File: src/rtl/pic_regif_pkg.sv
package pic_regif_pkg;
   typedef enum logic [1:0] {
      SEQ_RUN  = 2'd0,
      SEQ_BASE = 2'd1,
      SEQ_SKIP = 2'd2,
      SEQ_MODE = 2'd3
   } seq_st_e;

   // address-0 decode bits
   localparam int B_START   = 4;
   localparam int B_MODECMD = 3;
   localparam int B_POLL    = 2;
   localparam int B_RSEL_EN = 1;
   localparam int B_RSEL    = 0;
   localparam int B_SM_EN   = 6;
   localparam int B_SM      = 5;
   // start word and mode word bits
   localparam int B_NEED4   = 0;
   localparam int B_SFN     = 4;
   localparam int B_AEOI    = 1;
   // command code field
   localparam int CODE_LO   = 5;
   localparam int CODE_W    = 3;
endpackage

File: src/rtl/pic_init_seq.sv
module pic_init_seq
   import pic_regif_pkg::*;
#(
   parameter int LINES  = 8,
   parameter int DATA_W = 8
) (
   input  logic              clk,
   input  logic              rst_n,
   input  logic              start_w,
   input  logic              wr_hi,
   input  logic [DATA_W-1:0] wdata,
   output logic [DATA_W-1:0] vec_base,
   output logic              auto_eoi,
   output logic              sfn_mode,
   output logic [LINES-1:0]  imr
);
   localparam logic [DATA_W-1:0] BASE_MASK = ~DATA_W'(LINES - 1);

   seq_st_e st;
   logic    need4;

   always_ff @(posedge clk) begin
      if (!rst_n) begin
         st       <= SEQ_RUN;
         need4    <= 1'b0;
         vec_base <= '0;
         auto_eoi <= 1'b0;
         sfn_mode <= 1'b0;
         imr      <= '0;
      end else if (start_w) begin
         st       <= SEQ_BASE;
         need4    <= wdata[B_NEED4];
         vec_base <= '0;
         auto_eoi <= 1'b0;
         sfn_mode <= 1'b0;
         imr      <= '0;
      end else if (wr_hi) begin
         unique case (st)
            SEQ_RUN:  imr <= wdata[LINES-1:0];
            SEQ_BASE: begin
               vec_base <= wdata & BASE_MASK;
               st       <= SEQ_SKIP;
            end
            SEQ_SKIP: st <= need4 ? SEQ_MODE : SEQ_RUN;
            SEQ_MODE: begin
               sfn_mode <= wdata[B_SFN];
               auto_eoi <= wdata[B_AEOI];
               st       <= SEQ_RUN;
            end
            default:  st <= SEQ_RUN;
         endcase
      end
   end

   AST_START_ENTERS_BASE: assert property (@(posedge clk) disable iff (!rst_n)
      start_w |=> (st == SEQ_BASE));
   AST_BASE_THEN_SKIP: assert property (@(posedge clk) disable iff (!rst_n)
      (st == SEQ_BASE && wr_hi && !start_w) |=> (st == SEQ_SKIP));
   AST_SKIP_NO_MODE: assert property (@(posedge clk) disable iff (!rst_n)
      (st == SEQ_SKIP && wr_hi && !start_w && !need4) |=> (st == SEQ_RUN));
   AST_MASK_HELD_IN_INIT: assert property (@(posedge clk) disable iff (!rst_n)
      (st != SEQ_RUN && wr_hi && !start_w) |=> $stable(imr));
endmodule

File: src/rtl/pic_ocw_dec.sv
module pic_ocw_dec
   import pic_regif_pkg::*;
#(
   parameter int LINES  = 8,
   parameter int DATA_W = 8,
   localparam int LINE_W = $clog2(LINES)
) (
   input  logic              clk,
   input  logic              rst_n,
   input  logic              addr,
   input  logic              wr,
   input  logic              rd,
   input  logic [DATA_W-1:0] wdata,
   output logic              start_w,
   output logic              cmd_valid,
   output logic [CODE_W-1:0] cmd_code,
   output logic [LINE_W-1:0] cmd_level,
   output logic              poll_armed,
   output logic              rsel,
   output logic              spec_mask
);
   logic lo_w, mode_w;

   assign lo_w      = wr && !addr;
   assign start_w   = lo_w && wdata[B_START];
   assign mode_w    = lo_w && !wdata[B_START] && wdata[B_MODECMD];
   assign cmd_valid = lo_w && !wdata[B_START] && !wdata[B_MODECMD];
   assign cmd_code  = wdata[CODE_LO +: CODE_W];
   assign cmd_level = wdata[LINE_W-1:0];

   always_ff @(posedge clk) begin
      if (!rst_n) begin
         poll_armed <= 1'b0;
         rsel       <= 1'b0;
         spec_mask  <= 1'b0;
      end else begin
         if (rd) poll_armed <= 1'b0;
         if (start_w) begin
            poll_armed <= 1'b0;
            rsel       <= 1'b0;
            spec_mask  <= 1'b0;
         end else if (mode_w) begin
            if (wdata[B_POLL])    poll_armed <= 1'b1;
            if (wdata[B_RSEL_EN]) rsel       <= wdata[B_RSEL];
            if (wdata[B_SM_EN])   spec_mask  <= wdata[B_SM];
         end
      end
   end

   AST_POLL_ARMS: assert property (@(posedge clk) disable iff (!rst_n)
      (mode_w && wdata[B_POLL]) |=> poll_armed);
   AST_SMASK_HOLDS: assert property (@(posedge clk) disable iff (!rst_n)
      (!start_w && !(mode_w && wdata[B_SM_EN])) |=> $stable(spec_mask));
   AST_POLL_ONE_SHOT: assert property (@(posedge clk) disable iff (!rst_n)
      (rd && !wr) |=> !poll_armed);
endmodule

File: src/rtl/pic_rd_path.sv
module pic_rd_path #(
   parameter int LINES  = 8,
   parameter int DATA_W = 8,
   localparam int LINE_W = $clog2(LINES)
) (
   input  logic              addr,
   input  logic              rd,
   input  logic              poll_armed,
   input  logic              rsel,
   input  logic [LINES-1:0]  pend,
   input  logic [LINES-1:0]  insvc,
   input  logic [LINES-1:0]  imr,
   input  logic              win_valid,
   input  logic [LINE_W-1:0] win_line,
   input  logic [DATA_W-1:0] vec_base,
   output logic [DATA_W-1:0] rdata,
   output logic              poll_ack,
   output logic [LINE_W-1:0] poll_line,
   output logic [DATA_W-1:0] ack_vector
);
   localparam logic [LINE_W-1:0] SPUR = LINE_W'(LINES - 1);

   logic [LINE_W-1:0] eff_line;

   assign eff_line   = win_valid ? win_line : SPUR;
   assign poll_ack   = rd && poll_armed && win_valid;
   assign poll_line  = win_line;
   assign ack_vector = vec_base | DATA_W'(eff_line);

   always_comb begin
      if (poll_armed)  rdata = DATA_W'(eff_line);
      else if (addr)   rdata = DATA_W'(imr);
      else if (rsel)   rdata = DATA_W'(insvc);
      else             rdata = DATA_W'(pend);
   end
endmodule

File: src/rtl/pic_regif.sv
module pic_regif
   import pic_regif_pkg::*;
#(
   parameter int LINES  = 8,
   parameter int DATA_W = 8,
   localparam int LINE_W = $clog2(LINES)
) (
   input  logic              clk,
   input  logic              rst_n,
   input  logic              addr,
   input  logic              wr,
   input  logic              rd,
   input  logic [DATA_W-1:0] wdata,
   input  logic [LINES-1:0]  pend,
   input  logic [LINES-1:0]  insvc,
   input  logic              win_valid,
   input  logic [LINE_W-1:0] win_line,
   output logic [DATA_W-1:0] rdata,
   output logic [DATA_W-1:0] vec_base,
   output logic              auto_eoi,
   output logic              sfn_mode,
   output logic              spec_mask,
   output logic [LINES-1:0]  imr,
   output logic              init_clr,
   output logic              cmd_valid,
   output logic [2:0]        cmd_code,
   output logic [LINE_W-1:0] cmd_level,
   output logic              poll_ack,
   output logic [LINE_W-1:0] poll_line,
   output logic [DATA_W-1:0] ack_vector
);
   generate
      if (LINES != 2 && LINES != 4 && LINES != 8) begin : g_bad_lines
         $error("pic_regif: LINES must be 2, 4 or 8");
      end
      if (DATA_W < 8) begin : g_bad_width
         $error("pic_regif: DATA_W must be at least 8");
      end
   endgenerate

   logic start_w, poll_armed, rsel;

   pic_ocw_dec #(.LINES(LINES), .DATA_W(DATA_W)) u_dec (
      .clk(clk), .rst_n(rst_n), .addr(addr), .wr(wr), .rd(rd),
      .wdata(wdata), .start_w(start_w), .cmd_valid(cmd_valid),
      .cmd_code(cmd_code), .cmd_level(cmd_level),
      .poll_armed(poll_armed), .rsel(rsel), .spec_mask(spec_mask)
   );

   pic_init_seq #(.LINES(LINES), .DATA_W(DATA_W)) u_seq (
      .clk(clk), .rst_n(rst_n), .start_w(start_w), .wr_hi(wr && addr),
      .wdata(wdata), .vec_base(vec_base), .auto_eoi(auto_eoi),
      .sfn_mode(sfn_mode), .imr(imr)
   );

   pic_rd_path #(.LINES(LINES), .DATA_W(DATA_W)) u_rd (
      .addr(addr), .rd(rd), .poll_armed(poll_armed), .rsel(rsel),
      .pend(pend), .insvc(insvc), .imr(imr), .win_valid(win_valid),
      .win_line(win_line), .vec_base(vec_base), .rdata(rdata),
      .poll_ack(poll_ack), .poll_line(poll_line), .ack_vector(ack_vector)
   );

   assign init_clr = start_w;
endmodule

File: config.mk
export PLATFORM = sky130hd
export DESIGN_NAME = pic_regif
export DESIGN_NICKNAME = d
export VERILOG_FILES = /design/src/rtl/pic_regif_pkg.sv /design/src/rtl/pic_init_seq.sv /design/src/rtl/pic_ocw_dec.sv /design/src/rtl/pic_rd_path.sv /design/src/rtl/pic_regif.sv
export SDC_FILE = /design/constraint.sdc
export NUM_CORES = 1
export LEC_CHECK = 0
export BUFFER_PORTS_ARGS = -buffer_cell sky130_fd_sc_hd__buf_2
export CORE_ASPECT_RATIO = 1.1
export CORE_MARGIN = 4
export CORE_UTILIZATION = 40
export CTS_CLUSTER_DIAMETER = 200
export CTS_CLUSTER_SIZE = 12
export DETAILED_ROUTE_END_ITERATION = 12
export PLACE_DENSITY_LB_ADDON = 0.2
export SYNTH_ARGS = -nofsm -noshare
export SYNTH_HDL_FRONTEND = slang
export SYNTH_HIERARCHICAL = 1
export SYNTH_SLANG_ARGS = --single-unit
export TNS_END_PERCENT = 50
File: constraint.sdc
create_clock -name clk -period 2.9 [get_ports clk]
set_input_delay 0.29 -clock clk [delete_from_list [all_inputs] [get_ports clk]]
set_output_delay 0.29 -clock clk [all_outputs]
set_load 0.01 [all_outputs]
Word-level counts from Yosys, hierarchy flattened

Cells that the tools add are included.
Widths: inputs -> output; s select.

Output and inout port bits: 47
Bits in registers: 21

Reduce and logical (&&, ||, !) cells: 23
Equal/unequal tests: 3
Bitwise operators: 2
Muxes and demuxes: 11

Operators with widths:

| cell               | number |
|---|---|
| $mux 8             | 3 |
| $reduce_and 2->1   | 7 |
| $logic_and 1x1->1  | 8 |
| $or 8x3->8         | 1 |
| $pmux 2 s3         | 1 |
| $mux 1             | 5 |
| $eq 2x2->1 const B | 2 |
| $reduce_bool 4->1  | 1 |
| $logic_not 1->1    | 3 |
| $mux 3             | 1 |
| $reduce_bool 3->1  | 1 |
| $eq 2x1->1 const B | 1 |
| $logic_not 2->1    | 1 |
| $mux 2             | 1 |
| $reduce_bool 2->1  | 1 |
| $reduce_or 2->1    | 1 |
| $not 1->1          | 1 |

Depth between registers and ports, before layout

Gate-level depths: netlist (run 1).

Word-level depth: 5
Depth in mapped cells: 6
Mapped depth without buffers: 5

Hierarchy

The synthesis (run 1) kept the hierarchy.

By module, submodules not included:

| module       | cells each | area an instance (um2) | sequential area each (um2) | times used |
|---|---|---|---|---|
| pic_init_seq | 95         | 858.3                  | 360.3                      | 1 |
| pic_rd_path  | 43         | 339.1                  | 0.0                        | 1 |
| pic_ocw_dec  | 25         | 212.7                  | 60.1                       | 1 |
| pic_regif    | 1          | 6.3                    | 0.0                        | 1 |

Worst setup path before layout (run 1)

Ideal clock, no wire load.

Path kind: register to output
Start point: register u_dec.poll_armed
End point: output rdata[2]
Cell stages (with the launch flop): 4
Arrival: 0.917 ns
Slack: 1.693 ns
Cell sequence: dfxtp_1 buf_4 nor2_1 a211oi_1

Longest elaborated chain between the ends: 1

Ends and longest elaborated chain:

| what                   | RTL line          | source |
|---|---|---|
| from (decl)            | pic_ocw_dec.sv:18 | `output logic poll_armed,` |
| from (signal assigned) | pic_ocw_dec.sv:33 | `poll_armed <= 1'b0;` |
| from (signal assigned) | pic_ocw_dec.sv:37 | `if (rd) poll_armed <= 1'b0;` |
| from (signal assigned) | pic_ocw_dec.sv:39 | `poll_armed <= 1'b0;` |
| $mux 8                 | pic_rd_path.sv:31 | `if (poll_armed) rdata = DATA_W'(eff_line);` |
| to (decl)              | pic_regif.sv:18   | `output logic [DATA_W-1:0] rdata,` |

No other way between the ends.

Final worst setup path (run 1)

Start point: register u_dec.rsel
End point: output rdata[5]

Longest elaborated chain between the ends: 3

Ends and longest elaborated chain:

| what                   | RTL line          | source |
|---|---|---|
| from (decl)            | pic_ocw_dec.sv:19 | `output logic rsel,` |
| from (signal assigned) | pic_ocw_dec.sv:44 | `if (wdata[B_RSEL_EN]) rsel <= wdata[B_RSEL];` |
| $mux 8                 | pic_rd_path.sv:33 | `else if (rsel) rdata = DATA_W'(insvc);` |
| $mux 8                 | pic_rd_path.sv:32 | `else if (addr) rdata = DATA_W'(imr);` |
| $mux 8                 | pic_rd_path.sv:31 |  |

No other way between the ends.

==> metrics.txt, run 1 <==
global-route wire length before repair=~5.6 mm; Synth Register Bits=21; number of buffers created by CTS=3; Placement Rows=22; Avg Inst Size Synth=approximately 8.6 µm²; most frequent cells in the layout=buf_2 (76), dfxtp_1 (21), nand2_1 (18); final worst-path cycle share=between 60% and 70%; starting density of the core=41.8%; WHS Path Cells=3; die height=70.4 µm; FF-to-FF setup slack=around 1.6 ns; max cap viols=0; Pwr Density=around 350 nW/µm²; CTS sink count=21; post-route ant nets=0; Iteration-0 DRC Markers=31; vias per cell=about 4.7; Mapped Cells=164; cell taking the most area after synthesis=dfxtp_1; Synth Cell Area=approximately 1400 µm²; Compound-Gate Fraction of Synth Area=between 10% and 20%; endpoints failing setup=0; crit path launch type=register; I/O pins=80; Core Area=between 3000 and 4000 µm²; Hold Crit Class=input port to register; Final min period=1.79 ns; clk buf depth=2; Clk Latency, worst-skew pair=slightly above 0.3 ns; ranking of synthesized cells by area=dfxtp_1 (30%), buf_4 (10%), mux2i_1 (6.4%); register area=420 µm²; Post-Synth XOR/XNOR Area=0%; start point of the worst hold path=wdata[7]; Synth cell types=30; Register-to-Register Path Depth=4; Worst Path Arrival=about 1.5 ns; full die area=between 4000 and 5000 µm²; reg2reg end=u_seq/st[0]; worst vdd ir=between 150 and 200 µV; mux share of post-synthesis cell area=around 6.4%; cts hold-fix bufs=0; CTS tree=yes; CTS root buffer=clkbuf_4; RSZ-0062 raised after global routing=no; Yosys warnings=6; Resized cells post-CTS=0; worst-margin pin slew=0.645 ns; ratio of cells with drive above 1 in the final layout=roughly 44%; Hold Path Sink=u_seq/imr[7]; GPL Wtd Cong=roughly 0.77; filler instances=between 300 and 400; initial antenna violation count=0; most common cell after layout, fill and taps aside=buf_2; RR Startpoint=u_seq/st[0]; Rel. slew slack=between 50% and 60%; CP Capture Type=output port; top-area cell type share of the netlist area=roughly 30%; final WL=roughly 3.4 mm; GRT Total Usage=between 10% and 20%; sequential-to-total area share from yosys stat=around 30%; port buffer count=76; Worst Path Required=about 2.6 ns; total global routing overflow=0; Post-DP HPWL=2.76 mm; pin count of the biggest net entering global routing=21; status=finished, final reports clean; Final Hold Violating Endpoints=0; clk slew on worst S/H paths=between 0.1 and 0.15 ns; adder-cell area share of the yosys netlist=about 4.4%; Area growth, synth to finish=19.5%; Final Skew=around 0.011 ns; CTS H-tree lvls=1; simple logic cell fraction of the synthesized area=roughly 28%; setup bufs post-CTS=0; leak pwr=0.765 nW; TNS Setup=0 ns; fmax=approximately 0.56 GHz; vias in the first global route=around 1300; routed len/inst=12.5 µm; crit path max fanout=9; Vias=~1300; kind of critical path=register to output port; footprint of the multi-input gates=roughly 780 µm²; Core Util, Final=50.0%; Slew Viols, Final=0; Die W=about 65 µm; DRC viols=0; iteration count of the initial detailed-routing pass=4; largest family of logic cells by synthesized area=simple AND/OR/NAND/NOR gates; Layout Nets=261; diode count=0
## critical path, stage by stage, from the launching register on
cell	delay, ns
dfxtp_1	0.65
mux2i_1	0.14
a211oi_1	0.24
buf_2	0.17
## state kept, by name, indices dropped and copies added (netlist names)
name	flops
u_seq/sfn_mode	1
u_dec/poll_armed	1
u_seq/vec_base	5
u_seq/imr	8
u_seq/auto_eoi	1
u_dec/spec_mask	1
u_seq/need4	1
u_seq/st	2
u_dec/rsel	1
## routing by layer
layer  GRT usage (%)  up-vias  wire (µm)
met5               0        -          0
met4            1.88        0          0
met3            3.22        0        219
met2            26.7       40       1710
met1            17.7      573       1440
li1                -      669          -
## final cells by class
class                           count  share of cell area, %
Clock inverter                      1                  0.443
Multi-Input combinational cell    116                   46.3
Tap cell                           48                   3.55
Clock buffer                        3                   1.33
Inverter                            5                   1.11
Sequential cell                    21                   24.8
Timing Repair Buffer               76                   22.5
## cells by family (layout without fill, tap and decap cells)
family                     Yosys count  after routing
and+or+nand+nor                     67             67
AOI/OAI and AO/OA                   32             32
muxes                                9              9
adders and majority gates            5              5
other                                1              3
DFF                                 21             21
buffers and inverters               29             85
## cell usage after synthesis (all sizes together)
library cell / instances
nand3: 17
mux2i: 9
nand4bb: 1
nor4b: 1
and2: 2
and3: 1
nor2: 4
inv: 5
a211oi: 8
and3b: 4
or3b: 3
a21oi: 19
ha: 5
nor2b: 8
nand2b: 3
and4bb: 1
nand2: 19
nor3b: 3
buf: 24
dfxtp: 21
conb: 1
o21ai: 4
o311a: 1
## stage by stage
stage / total power [W] / std cells / area [µm²] / setup slack, ns / hold WS [ns]
2_1_floorplan: 0.000410 / 166 / 1420 / 1.69 / 0.418
3_3_place_gp: 0.000454 / 266 / 1660 / 1.26 / 0.447
3_5_place_dp: 0.000455 / 266 / 1660 / 1.23 / 0.453
4_1_cts: 0.000604 / 270 / 1690 / 1.05 / 0.227
5_1_grt: 0.000628 / 270 / 1690 / 0.945 / 0.246
6_report: 0.000594 / 270 / 1690 / 1.11 / 0.237
## where the power goes
part	switching [W]	internal [W]	leakage, nW
combinational	0.0000801	0.0000622	0.581
sequential	0.00000755	0.000297	0.170
clock	0.0000945	0.0000524	0.0139
## worst max-delay path by stage
stage | end | from | cells past startpoint | slack [ns]
after detailed placement | u_seq/vec_base[7] | addr | 5 | 1.23
final | rdata[5] | u_dec/rsel | 3 | 1.11
after CTS | rdata[6] | u_dec/rsel | 3 | 1.05
after floorplan | rdata[2] | u_dec/poll_armed | 3 | 1.69
after global placement | u_seq/vec_base[7] | addr | 5 | 1.26
after global routing | rdata[6] | u_dec/rsel | 3 | 0.95
Power figures use the tool's default switching activity.
==> run 2: changes to the inputs <==
Clock period 2.9 ns to 1.82 ns, I/O delays scaled along.
==> run 2 against run 1 <==
Compared with the run above:
- count of clock-buffer cells in the layout did not move
- via count decreased by 0.78%
- first-iteration DRC count down 6.5%
- global-route usage up 0.052 points
- clock skew is 0.0039 ns higher
- sequential share of layout area decreased by 0.054 points
- sequential power grew 59%
- total power increased by 60%
- flip-flop and latch count did not move
- critical path depth is the same
- combinational power is 61% higher
- clock power grew 61%
- critical endpoint is now rdata[2]
- critical path type unchanged
==> metrics.txt, run 2 (synthesis results as in run 1) <==
port buffer count=76; GRT Total Usage=between 10% and 20%; Vias=between 1000 and 1500; status=finished, final reports clean; CTS root buffer=clkbuf_4; starting density of the core=41.8%; Area growth, synth to finish=20.1%; TNS Setup=0 ns; CTS sink count=21; pre-CTS WS=approximately 0.44 ns; met2 GRT Util=a little over a quarter; Final min period=around 1.6 ns; fmax=between 0.6 and 0.7 GHz; worst vdd ir=around 290 µV; setup bufs post-CTS=0; met1 usage=about 18%; global-route wire length before repair=between 5 and 6 mm; Core Area=3390 µm²; RSZ-0062 raised after global routing=no; Iteration-0 DRC Markers=29; number of buffers created by CTS=3; diode count=0; cts hold-fix bufs=0; kind of critical path=register to output port; largest register by flop count=u_seq/imr; vias in the first global route=1236; cell area after layout=1700 µm²; full die area=approximately 4600 µm²; total global routing overflow=0; crit path max fanout=14; Internal Pwr Total=between 0.0006 and 0.0007 W; PnR worst setup slack=approximately 0.25 ns; Slew Viols, Final=0; endpoints failing setup=0; initial antenna violation count=0; Psw=0.000292 W; CTS H-tree lvls=1; vias per cell=4.69; sw frac=~31%; leak pwr=between 0.7 and 0.8 nW; most frequent cells in the layout=buf_2 (76), dfxtp_1 (20), nand2_1 (18); GPL Wtd Cong=approximately 0.75; combinational power share=~24%; Layout Nets=262; most common cell after layout, fill and taps aside=buf_2; M3 GR Usage=3.05%; Final Hold Violating Endpoints=0; ratio of cells with drive above 1 in the final layout=~44%; DRC viols=0; Final Skew=between 0.015 and 0.02 ns; clk buf depth=2; final WL=between 3 and 4 mm; CP Capture Type=output port; max FFs per register=8; post-route ant nets=0; clk slew on worst S/H paths=0.14 ns; Post-DP HPWL=between 2 and 3 mm; iteration count of the initial detailed-routing pass=4; die height=slightly above 70 µm; Top Registers=u_seq/imr: 8 flops, u_seq/vec_base: 5 flops, u_seq/st: 2 flops; max cap viols=0; Worst Path Arrival=~1.4 ns; Worst Path Required=between 1.5 and 2 ns; Hold Crit Class=input port to register; Pwr Density=around 560 nW/µm²; busiest grt layer=met2; placed cell area=~1700 µm²; Clk Latency, worst-skew pair=0.31 ns; I/O pins=80; Clk network pwr share=roughly a quarter; Flop pwr share=approximately half; CTS tree=yes; routed len/inst=roughly 12 µm; final worst-path cycle share=86.4%; Die W=around 65 µm; crit path launch type=register; pin count of the biggest net entering global routing=17; Placement Rows=22
run 2: cell count changes in the layout (fill, tap and decap cells not counted):
cell,delta
buf_4,+1
dfxtp_1,-1
dfxtp_2,+1
run 2: final timing paths:
check	from	cells after the start	slack, ns	endpoint
hold / removal	wdata[7]	3	0.13	u_seq/imr[7]
setup / recovery	u_dec/poll_armed	3	0.25	rdata[2]
setup reg to reg	u_seq/st[1]	5	0.50	u_seq/imr[3]
hold reg to reg	u_seq/auto_eoi	2	0.47	u_seq/auto_eoi
run 2: cell type report:
class / count / area [µm²]
fill: 355 / 1680
multi-input combinational: 116 / 783
sequential: 21 / 422
timing repair buffer: 77 / 388
tap: 48 / 60.1
clock buffer: 3 / 22.5
inverter: 5 / 18.8
clock inverter: 1 / 7.51
run 2: what timing repair did:
action                                 CTS  global route
resized for setup                        0             1
setup endpoints to repair                0             2
endpoints found under the hold margin    0             0
run 2: critical path, cell delays in order, from the launching register on:
cell and delay, ns:
dfxtp_1 0.57, nor2_1 0.13, a211oi_1 0.23, buf_2 0.16
run 2: stage by stage:
stage / hold slack (ns) / instances / total power [W] / util, %
2_1_floorplan: 0.310 / 166 / 0.000653 / -
3_3_place_gp: 0.444 / 267 / 0.000724 / 49.3
3_5_place_dp: 0.450 / 267 / 0.000726 / 49.3
4_1_cts: 0.119 / 271 / 0.000966 / 50.2
5_1_grt: 0.119 / 271 / 0.00101 / 50.3
6_report: 0.126 / 271 / 0.000949 / 50.3
run 2: power by group through the flow:
stage	Combinational (W)	Sequential (W)	Clock, W
final	0.000228	0.000485	0.000236
after global routing	0.000255	0.000488	0.000263
after CTS	0.000230	0.000486	0.000250
after detailed placement	0.000230	0.000496	0
after global placement	0.000228	0.000496	0
after floorplan	0.000155	0.000497	0
run 2: routing by layer:
metal	part of all wire (%)	up-vias	routed length [µm]
met2	51	31	1670
met3	6.3	0	204
met4	0	0	0
met5	0	-	0
li1	-	666	-
met1	42	575	1380
==> run 3: changes to the inputs <==
--- a/config.mk
+++ b/config.mk
@@ -8,5 +8,4 @@
 export BUFFER_PORTS_ARGS = -buffer_cell sky130_fd_sc_hd__buf_2
 export CORE_ASPECT_RATIO = 1.1
-export CORE_MARGIN = 4
 export CORE_UTILIZATION = 40
 export CTS_CLUSTER_DIAMETER = 200
==> constraint.sdc (replaced) <==
create_clock -name clk -period 1.27 [get_ports clk]
set_input_delay 0.0635 -clock clk [delete_from_list [all_inputs] [get_ports clk]]
set_output_delay 0.0635 -clock clk [all_outputs]
set_load 0.01 [all_outputs]
==> run 3 against run 2 <==
Compared with the run above:
- the run now ends with negative setup slack left
- register-to-register slack got worse by 0.45 ns
- global-route usage rose by 1.8 points
- critical path depth stayed put
- setup slack worse by 0.29 ns
- core utilization grew 2.2 points
- total power up 44%
- die area is 17% lower
- final area rose by 3.5%
- flip-flop and latch count is the same
- combinational power is 52% higher
- count of clock-buffer cells in the layout unchanged
- first-iteration DRC count grew 21%
==> metrics.txt, run 3 (synthesis results as in run 1) <==
status=finished with violations; failing checks=negative setup slack; Area growth, synth to finish=24.3%; final worst-path cycle share=103%; PnR worst setup slack=-0.0395 ns; Hold Crit Class=input port to register; endpoints failing setup=4; CP peak stage delay=~0.46 ns; CTS tree=yes; Post-DP HPWL=~2.5 mm; RSZ-0062 raised after global routing=yes; Final Skew=0.00867 ns; CTS H-tree lvls=1; GRT Total Usage=approximately 16%; most common cell after layout, fill and taps aside=buf_2; final WL=between 3 and 4 mm; CP Capture Type=output port; max cap viols=0; Top Registers=u_seq/imr: 8 flops, u_seq/vec_base: 5 flops, u_seq/st: 2 flops; sw frac=slightly above 30%; crit path max fanout=9; die height=64.4 µm; Core Util, Final=52.4%; CTS sink count=21; worst vdd ir=~540 µV; CTS root buffer=clkbuf_4; number of buffers created by CTS=3; vias in the first global route=roughly 1100; leak pwr=0.801 nW; ratio of cells with drive above 1 in the final layout=approximately half; GPL Wtd Cong=~0.76; I/O pins=80; fmax=about 0.76 GHz; vias per cell=4.77; Critical-path top delay cell=dfxtp_4; max FFs per register=8; Layout Nets=between 200 and 300; starting density of the core=a little over two fifths; largest register by flop count=u_seq/imr; Final min period=~1.3 ns; Worst Path Arrival=1.25 ns; Clk network pwr share=24.0%; DRC viols=0; initial antenna violation count=0; total global routing overflow=0; post-route ant nets=0; Slew Viols, Final=0; Core Area=3360 µm²; Vias=~1300; Clk Latency, worst-skew pair=0.30 ns; clk buf depth=2; routed len/inst=11.4 µm; Die W=around 59 µm; combinational power share=between 20 and 30%; Psw=0.000415 W; Flop pwr share=50.7%; CP bufs+invs=1; most frequent cells in the layout=buf_2 (76), nand2_1 (18), nand3_1 (17), dfxtp_1 (17), a21oi_2 (10); pin count of the biggest net entering global routing=17; global-route wire length before repair=slightly below 5 mm; Worst Path Required=roughly 1.2 ns; Internal Pwr Total=0.000953 W; worst hold slack=between 0.02 and 0.03 ns; Placement Rows=22; kind of critical path=register to output port; crit path launch type=register; Iteration-0 DRC Markers=35; full die area=roughly 3800 µm²; clk slew on worst S/H paths=between 0.1 and 0.15 ns; cts hold-fix bufs=0; crit path cell chain=mux2i_1 -> a211oi_1 -> buf_2; port buffer count=76; diode count=0; iteration count of the initial detailed-routing pass=4; family with the most delay on the worst path=flip-flops; Final Hold Violating Endpoints=0; Pwr Density=a little under 800 nW/µm²
[run 3: changes by cell type in the layout (fill, tap and decap cells not counted)]
cell	previous run	this run
buf_4	1	6
dfxtp_1	20	17
dfxtp_4	0	2
inv_1	5	3
inv_2	0	2
a211oi_1	8	7
a211oi_2	0	1
dfxtp_2	1	2
ha_1	5	4
ha_2	0	1
nand2_2	1	0
nand2_4	0	1
[run 3: stage by stage]
stage,area (µm²),total power [W],worst slack (ns),cells,setup TNS (ns)
final,1760,0.00137,-0.0395,276,-0.0940
after global routing,1760,0.00145,-0.151,276,-0.700
after CTS,1750,0.00139,-0.0904,276,-0.553
after detailed placement,1710,0.00105,-0.00633,272,-0.00633
after global placement,1710,0.00105,0.0224,272,0
after floorplan,1420,0.000935,0.0646,166,0
[run 3: timing repair]
action / CTS / global route
buffers inserted: 0 / 1
setup endpoints to repair: 10 / 18
resized for setup: 5 / 7
cloned: 0 / 0
pin swaps: 7 / 2
[run 3: cell type report]
type	instances	area [µm²]
Clock buffer	3	22.5
Clock inverter	1	7.51
Fill cell	353	1600
Inverter	5	18.8
Multi-Input combinational cell	116	796
Sequential cell	21	430
Tap cell	48	60.1
Timing Repair Buffer	82	425
[run 3: path summary, 6_finish.rpt]
path	start	to	slack, ns	cells past startpoint
worst max-delay path	u_dec/rsel	rdata[7]	-0.04	3
worst min-delay path	wdata[7]	u_seq/vec_base[7]	0.03	3
worst max register to register	u_seq/st[0]	u_seq/st[0]	0.05	4
worst min register to register	u_seq/sfn_mode	u_seq/sfn_mode	0.47	2
[run 3: power groups by stage]
stage          sequential, W  clock, W  combinational, W
2_1_floorplan       0.000713         0          0.000223
3_3_place_gp        0.000709         0          0.000339
3_5_place_dp        0.000710         0          0.000342
4_1_cts             0.000694  0.000351          0.000343
5_1_grt             0.000697  0.000369          0.000384
6_report            0.000693  0.000328          0.000347
[run 3: layer usage]
layer | wire (µm) | vias up | GRT usage (%)
li1 | - | 678 | -
met1 | 1430 | 592 | 21.0
met2 | 1510 | 45 | 29.1
met3 | 205 | 2 | 2.00
met4 | 20 | 0 | 3.87
met5 | 0 | - | 0
[run 3: worst min-delay path, cell delays in order]
cell and delay [ns]:
buf_2 0.11, nand3_1 0.08, a21oi_2 0.05
